$ cat src/rtl/utx_pkg.sv
package utx_pkg;
    localparam int MAX_DBITS = 8;
    localparam int MIN_DBITS = 5;
    localparam int FRAME_W   = MAX_DBITS + 4;
    localparam int CNT_W     = $clog2(FRAME_W + 1);
    localparam int FLAG_BUSY = 3;
    localparam int FLAG_FULL = 5;

    typedef struct packed {
        logic [1:0] len_code;
        logic       par_en;
        logic       par_odd;
        logic       two_stop;
    } utx_cfg_t;

    typedef enum logic [1:0] {
        SH_IDLE = 2'd0,
        SH_WAIT = 2'd1,
        SH_SEND = 2'd2
    } sh_state_e;
endpackage

$ cat src/rtl/utx_frame_pack.sv
module utx_frame_pack
    import utx_pkg::*;
(
    input  utx_cfg_t                cfg_i,
    input  logic [MAX_DBITS-1:0]    byte_i,
    output logic [FRAME_W-1:0]      frame_o,
    output logic [CNT_W-1:0]        len_o
);
    always_comb begin
        int   nb;
        logic par;
        nb      = MIN_DBITS + int'(cfg_i.len_code);
        par     = cfg_i.par_odd;
        frame_o = '1;
        frame_o[0] = 1'b0;
        for (int i = 0; i < MAX_DBITS; i++) begin
            if (i < nb) begin
                frame_o[1 + i] = byte_i[i];
                par            = par ^ byte_i[i];
            end
        end
        for (int j = MIN_DBITS + 1; j < FRAME_W; j++) begin
            if (cfg_i.par_en && (j == nb + 1)) begin
                frame_o[j] = par;
            end
        end
        len_o = CNT_W'(2 + nb + int'(cfg_i.par_en) + int'(cfg_i.two_stop));
    end
endmodule

$ cat src/rtl/utx_shifter.sv
module utx_shifter
    import utx_pkg::*;
(
    input  logic               clk,
    input  logic               rst_n,
    input  logic               tick_i,
    input  logic               load_i,
    input  logic [FRAME_W-1:0] frame_i,
    input  logic [CNT_W-1:0]   len_i,
    output logic               free_o,
    output logic               busy_o,
    output logic               txd_o
);
    typedef struct packed {
        sh_state_e          st;
        logic [FRAME_W-1:0] sr;
        logic [CNT_W-1:0]   cnt;
    } sh_regs_t;

    sh_regs_t q, d;
    logic last_bit;

    always_comb begin
        last_bit = (q.st == SH_SEND) && tick_i && (q.cnt == CNT_W'(1));
        free_o   = (q.st == SH_IDLE) || last_bit;
        d        = q;
        case (q.st)
            SH_WAIT: begin
                if (tick_i) d.st = SH_SEND;
            end
            SH_SEND: begin
                if (tick_i) begin
                    if (q.cnt == CNT_W'(1)) begin
                        d.st = SH_IDLE;
                    end else begin
                        d.sr  = {1'b1, q.sr[FRAME_W-1:1]};
                        d.cnt = q.cnt - CNT_W'(1);
                    end
                end
            end
            default: ;
        endcase
        if (load_i) begin
            d.sr  = frame_i;
            d.cnt = len_i;
            d.st  = tick_i ? SH_SEND : SH_WAIT;
        end
    end

    always_ff @(posedge clk or negedge rst_n) begin
        if (!rst_n) begin
            q.st  <= SH_IDLE;
            q.sr  <= '1;
            q.cnt <= '0;
        end else begin
            q <= d;
        end
    end

    assign busy_o = (q.st != SH_IDLE);
    assign txd_o  = (q.st == SH_SEND) ? q.sr[0] : 1'b1;

    assert_load_when_free_R2: assert property (@(posedge clk) disable iff (!rst_n)
        load_i |-> free_o);
    assert_count_live_R8: assert property (@(posedge clk) disable iff (!rst_n)
        (q.st == SH_SEND) |-> (q.cnt != '0));
    assert_start_bit_low_R8: assert property (@(posedge clk) disable iff (!rst_n)
        (load_i && tick_i) |=> (txd_o == 1'b0));
endmodule

$ cat src/rtl/utx_hold_ctl.sv
module utx_hold_ctl
    import utx_pkg::*;
(
    input  logic                 clk,
    input  logic                 rst_n,
    input  logic                 wr_byte_i,
    input  logic                 wr_clear_i,
    input  logic [MAX_DBITS-1:0] byte_i,
    input  logic                 shf_free_i,
    output logic                 load_o,
    output logic [MAX_DBITS-1:0] load_byte_o,
    output logic                 full_o,
    output logic                 irq_raw_o
);
    typedef struct packed {
        logic [MAX_DBITS-1:0] hb;
        logic                 full;
        logic                 irq;
    } hold_regs_t;

    hold_regs_t q, d;
    logic pop, bypass, push;

    always_comb begin
        pop    = q.full && shf_free_i;
        bypass = wr_byte_i && !q.full && shf_free_i;
        push   = wr_byte_i && !bypass && (!q.full || pop);

        load_o      = pop || bypass;
        load_byte_o = pop ? q.hb : byte_i;

        d      = q;
        d.full = push || (q.full && !pop);
        if (push) d.hb = byte_i;

        if (push)            d.irq = 1'b0;
        else if (pop)        d.irq = 1'b1;
        else if (wr_clear_i) d.irq = 1'b0;
    end

    always_ff @(posedge clk or negedge rst_n) begin
        if (!rst_n) begin
            q.hb   <= '0;
            q.full <= 1'b0;
            q.irq  <= 1'b0;
        end else begin
            q <= d;
        end
    end

    assign full_o    = q.full;
    assign irq_raw_o = q.irq;

    assert_irq_rise_on_drain_R4: assert property (@(posedge clk) disable iff (!rst_n)
        $rose(q.irq) |-> ($past(q.full) && !q.full));
    assert_bypass_keeps_irq_R5: assert property (@(posedge clk) disable iff (!rst_n)
        (wr_byte_i && !q.full && shf_free_i) |=> $stable(q.irq));
    assert_refill_clears_irq_R3: assert property (@(posedge clk) disable iff (!rst_n)
        (wr_byte_i && (q.full == shf_free_i)) |=> !q.irq);
    assert_overflow_dropped_R10: assert property (@(posedge clk) disable iff (!rst_n)
        (q.full && !shf_free_i) |=> $stable(q.hb));
endmodule

$ cat src/rtl/tx_hold_irq_uart.sv
module tx_hold_irq_uart
    import utx_pkg::*;
#(
    parameter int ADDR_W    = 2,
    parameter int ADDR_DATA = 0,
    parameter int ADDR_CLR  = 1,
    parameter int FLAG_W    = 8
) (
    input  logic                 clk,
    input  logic                 rst_n,
    input  logic                 baud_tick_i,
    input  logic [1:0]           cfg_len_i,
    input  logic                 cfg_par_en_i,
    input  logic                 cfg_par_odd_i,
    input  logic                 cfg_two_stop_i,
    input  logic                 irq_en_i,
    input  logic                 wr_en_i,
    input  logic [ADDR_W-1:0]    wr_addr_i,
    input  logic [MAX_DBITS-1:0] wr_data_i,
    output logic [FLAG_W-1:0]    flags_o,
    output logic                 txd_o,
    output logic                 tx_irq_o,
    output logic                 tx_irq_raw_o
);
    utx_cfg_t             cfg;
    logic                 wr_byte, wr_clear;
    logic                 shf_free, shf_busy;
    logic                 load;
    logic [MAX_DBITS-1:0] load_byte;
    logic                 hold_full;
    logic [FRAME_W-1:0]   frame;
    logic [CNT_W-1:0]     frame_len;

    always_comb begin
        cfg.len_code = cfg_len_i;
        cfg.par_en   = cfg_par_en_i;
        cfg.par_odd  = cfg_par_odd_i;
        cfg.two_stop = cfg_two_stop_i;
        wr_byte      = wr_en_i && (wr_addr_i == ADDR_W'(ADDR_DATA));
        wr_clear     = wr_en_i && (wr_addr_i == ADDR_W'(ADDR_CLR));
    end

    utx_hold_ctl u_hold (
        .clk         (clk),
        .rst_n       (rst_n),
        .wr_byte_i   (wr_byte),
        .wr_clear_i  (wr_clear),
        .byte_i      (wr_data_i),
        .shf_free_i  (shf_free),
        .load_o      (load),
        .load_byte_o (load_byte),
        .full_o      (hold_full),
        .irq_raw_o   (tx_irq_raw_o)
    );

    utx_frame_pack u_pack (
        .cfg_i   (cfg),
        .byte_i  (load_byte),
        .frame_o (frame),
        .len_o   (frame_len)
    );

    utx_shifter u_shift (
        .clk     (clk),
        .rst_n   (rst_n),
        .tick_i  (baud_tick_i),
        .load_i  (load),
        .frame_i (frame),
        .len_i   (frame_len),
        .free_o  (shf_free),
        .busy_o  (shf_busy),
        .txd_o   (txd_o)
    );

    always_comb begin
        flags_o            = '0;
        flags_o[FLAG_BUSY] = shf_busy || hold_full;
        flags_o[FLAG_FULL] = hold_full;
        tx_irq_o           = tx_irq_raw_o && irq_en_i;
    end

    assert_full_means_busy_R7: assert property (@(posedge clk) disable iff (!rst_n)
        flags_o[FLAG_FULL] |-> flags_o[FLAG_BUSY]);
    assert_idle_line_high_R1: assert property (@(posedge clk) disable iff (!rst_n)
        !flags_o[FLAG_BUSY] |-> txd_o);
endmodule

$ cat config.mk
export PLATFORM = sky130hd
export DESIGN_NAME = tx_hold_irq_uart
export DESIGN_NICKNAME = d
export VERILOG_FILES = /design/src/rtl/utx_pkg.sv /design/src/rtl/utx_frame_pack.sv /design/src/rtl/utx_shifter.sv /design/src/rtl/utx_hold_ctl.sv /design/src/rtl/tx_hold_irq_uart.sv
export SDC_FILE = /design/constraint.sdc
export NUM_CORES = 1
export LEC_CHECK = 0
export ABC_AREA = 1
export BUFFER_PORTS_ARGS = -buffer_cell sky130_fd_sc_hd__buf_2
export CORE_ASPECT_RATIO = 0.6
export CORE_UTILIZATION = 25
export CTS_CLUSTER_DIAMETER = 40
export DETAILED_ROUTE_END_ITERATION = 10
export GPL_TIMING_DRIVEN = 0
export HOLD_SLACK_MARGIN = 0.12
export MAX_ROUTING_LAYER = met4
export SYNTH_ARGS = -nofsm -noshare
export SYNTH_HDL_FRONTEND = slang
export SYNTH_SLANG_ARGS = --single-unit
$ cat constraint.sdc
create_clock -name clk -period 2.8 [get_ports clk]
set_clock_uncertainty 0.05 [all_clocks]
set_input_delay 0.56 -clock clk [delete_from_list [all_inputs] [get_ports clk]]
set_output_delay 0.56 -clock clk [all_outputs]
set_load 0.05 [all_outputs]
==> impl_metrics.toml <==
[drt]
vias = 1802
detail_route.first_pass.iterations = 4
route.detailed.drc = 0
count_of_nets_left_with_antenna_violations_after_detail_routing = 0
wl_per_cell_um = 11.2
detail_route.vias_per_cell = 4.20
routed_wirelength_um = 4800
drtIter0Drc = 95

[finish]
layout.cells.most_common_list = "nand2_1 (90), inv_1 (43), buf_2 (26), nand3_1 (24), o21ai_0 (20)"
antenna_cells = 0
area_delta_synth_final_pct = 18.3
nets = 353
utilization = 0.308
most_common_library_cell_in_the_layout_ignoring_fill_and_taps = "nand2_1"
final_layout_size_suffix_gt1_frac = 0.231
finalNonFillerCells = 429

[grt]
number_of_global_route_vias_before_repair = 1725
grt-ovfl-total = 0
grt-busiest-layer = "met1"
use_met3 = 0.0338
grtUsageMet1 = 0.196
grt_max_degree = 29
grtUsageTotal = 0.129
grt_antenna_before_repair = 0
global_route.usage.met2 = 0.168
grt_pass1_wl_um = 8390

[yosys]
ys_async_sr_fraction = 1.00
complex_gate_fraction_of_the_synthesized_area = 0.100
synth_top_cell_by_area = "dfrtp_1"
synth_sequential_area_ratio = 0.346
post_synthesis_adder_cell_area_fraction = 0.0701
dominant_combinational_cell_family_by_area_after_synthesis = "simple AND/OR/NAND/NOR gates"
synth.ff_latch_count = 28
synth-xor-area-share = 0.0127
post_synth_edffs = 0
synthFlopType = "dfrtp_1"
post_synthesis_cell_type_count = 34
synth_warnings = 0
synth_top_cells_by_area = "dfrtp_1 (19%), nand2_1 (16%), dfstp_2 (15%)"
synth_simple_gate_area_share = 0.326
synth.avg_cell_area_um2 = 7.19
synth_largest_type_area_fraction = 0.193
number_of_standard_cells_after_synthesis = 288
synth_mux_area_frac = 0.0163
syn-cell-area_um2 = 2070

[sta]
worst-slew-pin-transition_ps = 649
setup-tns-final_ps = 0
fin_ws_ps = 494
slew_viol_final = 0
period_share = 0.824
timing.fmax_mhz = 434
grt_setup_unrepaired = "false"
setup_viol = 0
final.min_clock_period_ps = 2310
timing_hold_violations_final = 0
slew_headroom = 0.568

[worst_setup_path]
worstPathMaxFanout = 10
critical_path_depth = 14
critical_path.top_delay_family = "simple AND/OR/NAND/NOR gates"
worstSetupEndpointType = "flop"
crit_required_ps = 2910
cp_slowest_cell = "dfrtp_1"
crit_path_cell_trace = "inv_1 > ha_1 > nand2_1 > nor2_2 > nand2_2 > nand2_4 > nand2_4 > buf_6 > nand2_4 > inv_1 > nand2_1 > inv_1 > a22oi_1 > inv_1"
buf_inv_stages_crit_path = 5
timing.reg2reg.worst_path_depth = 14
rr_startpoint = "u_shift.q[1]$_DFFE_PN0P_"
critical-path-max-stage-delay_ps = 390
type_of_the_worst_setup_path = "reg2reg"
critical_path_data_arrival_time_ps = 2420
ff2ff_setup_slack_ps = 490
timing.rr.end = "u_shift.q[1]$_DFFE_PN0P_"
timing.critical_path.from_type = "flop"
crit_path_frequent_cell = "inv_1"
crit_path_start = "u_shift.q[1]$_DFFE_PN0P_"

[cts]
clk_latency_worst_skew_pair_ps = 270
root_buffer = "clkbuf_16"
holdBufCountCts = 0
cts_inserted_buffers = 3
post-cts-setup-buffers = 0
htree_levels = 1
tritoncts = "yes"
cts_num_sinks = 28
post_cts_resize_count = 0
worst_setup_hold_path_clk_slew_ps = 70
ctsLongestPathBuffers = 2

[die]
initial_util = 0.260
placeableCoreArea_um2 = 7950
fp.dieH_um = 72.5
dieArea_um2 = 8660
die_width_um = 119
io_pins = 31
core.rowCount = 25

[placed_design]
placement.setup.worst_slack_ps = 421
gpl.final_weighted_congestion = 0.795
buffer_ports.inserted = 24
place.detailed.instances = 425
place_hpwl_um = 3800

[hold_path]
holdCritPathClass = "in2async"

[power_and_ir_drop]
power.share.combinational = 0.153
power_switching_share = 0.254
share_clk_of_total_power = 0.414
power_switching_mw = 0.264
power_density_nw_per_um2 = 425
p_seq_frac = 0.434
leakagePower_nw = 1.31
power_report.internal_total_mw = 0.776
ir_drop_mv = 0.205

[flow_run]
drv.max_cap_violation_count = 0

[outcome]
status = "complete, no violations"
## registers in the layout (all words and copies together), names as in the netlist
signal            count
u_hold.full_o         1
u_shift.q            18
u_hold.q              8
u_hold.irq_raw_o      1
## synthesized netlist by cell type, types with 2 or more instances
master,n
a21oi_1,3
buf_2,2
buf_4,8
clkbuf_1,2
dfrtp_1,16
dfstp_2,12
ha_1,10
inv_1,43
inv_2,3
mux2_2,3
nand2_1,90
nand2_2,5
nand2_4,3
nand3_1,24
nand3_2,3
nand3b_1,5
nor2_1,11
nor2_2,3
o211ai_1,3
o21a_1,2
o21ai_0,20
o22ai_1,4
xor2_1,2
## per-layer routing
| layer | wire length (µm) | vias to the layer above |
|---|---|---|
| li1 | - | 954 |
| met1 | 2810 | 796 |
| met2 | 1660 | 50 |
| met3 | 309 | 2 |
| met4 | 19 | 0 |
| met5 | 0 | - |
## logic make-up after synthesis
family                   after synthesis
adder cells (fa/ha/maj)               11
AO/OA/AOI/OAI                         36
other                                  1
flip-flops                            28
AND/OR/NAND/NOR                      147
buffers and inverters                 59
multiplexers                           3
XOR/XNOR                               3
## final cells by class
cell class / count / area (µm²)
Buffer: 13 / 88.8
Clock buffer: 3 / 75.1
Clock inverter: 1 / 30.0
Fill cell: 882 / 5500
Inverter: 46 / 173
Multi-Input combinational cell: 206 / 1110
Sequential cell: 28 / 716
Tap cell: 108 / 135
Timing Repair Buffer: 24 / 120
## power by group through the flow
stage          Combinational, mW  Clock [mW]  Sequential (mW)
6_report                   0.159       0.430            0.451
2_1_floorplan              0.111           0            0.453
4_1_cts                    0.159       0.445            0.450
3_5_place_dp               0.158           0            0.457
3_3_place_gp               0.157           0            0.456
5_1_grt                    0.182       0.461            0.455
## worst reg2reg max path, cell delays in order, from the launching register on
cell	delay, ps
dfrtp_1	390
inv_1	90
ha_1	150
nand2_1	60
nor2_2	100
nand2_2	90
nand2_4	140
nand2_4	120
buf_6	170
nand2_4	120
inv_1	110
nand2_1	200
inv_1	180
a22oi_1	190
inv_1	50
## per-stage QoR
stage | hold WS [ps] | power [mW] | cell area (µm²)
floorplan | 214 | 0.564 | 2090
global placement | 408 | 0.613 | 2340
detailed placement | 414 | 0.616 | 2340
CTS | 275 | 1.05 | 2450
global route | 310 | 1.10 | 2450
finish | 261 | 1.04 | 2450
## how the worst max path moves through the flow
stage,end,slack [ps]
floorplan,u_shift.q[15]$_DFFE_PN1P_,840
global placement,u_shift.q[1]$_DFFE_PN0P_,460
detailed placement,u_shift.q[1]$_DFFE_PN0P_,420
CTS,u_shift.q[1]$_DFFE_PN0P_,490
global route,u_shift.q[1]$_DFFE_PN0P_,210
finish,u_shift.q[1]$_DFFE_PN0P_,490
Note: power is estimated with default switching activity, not from simulation.
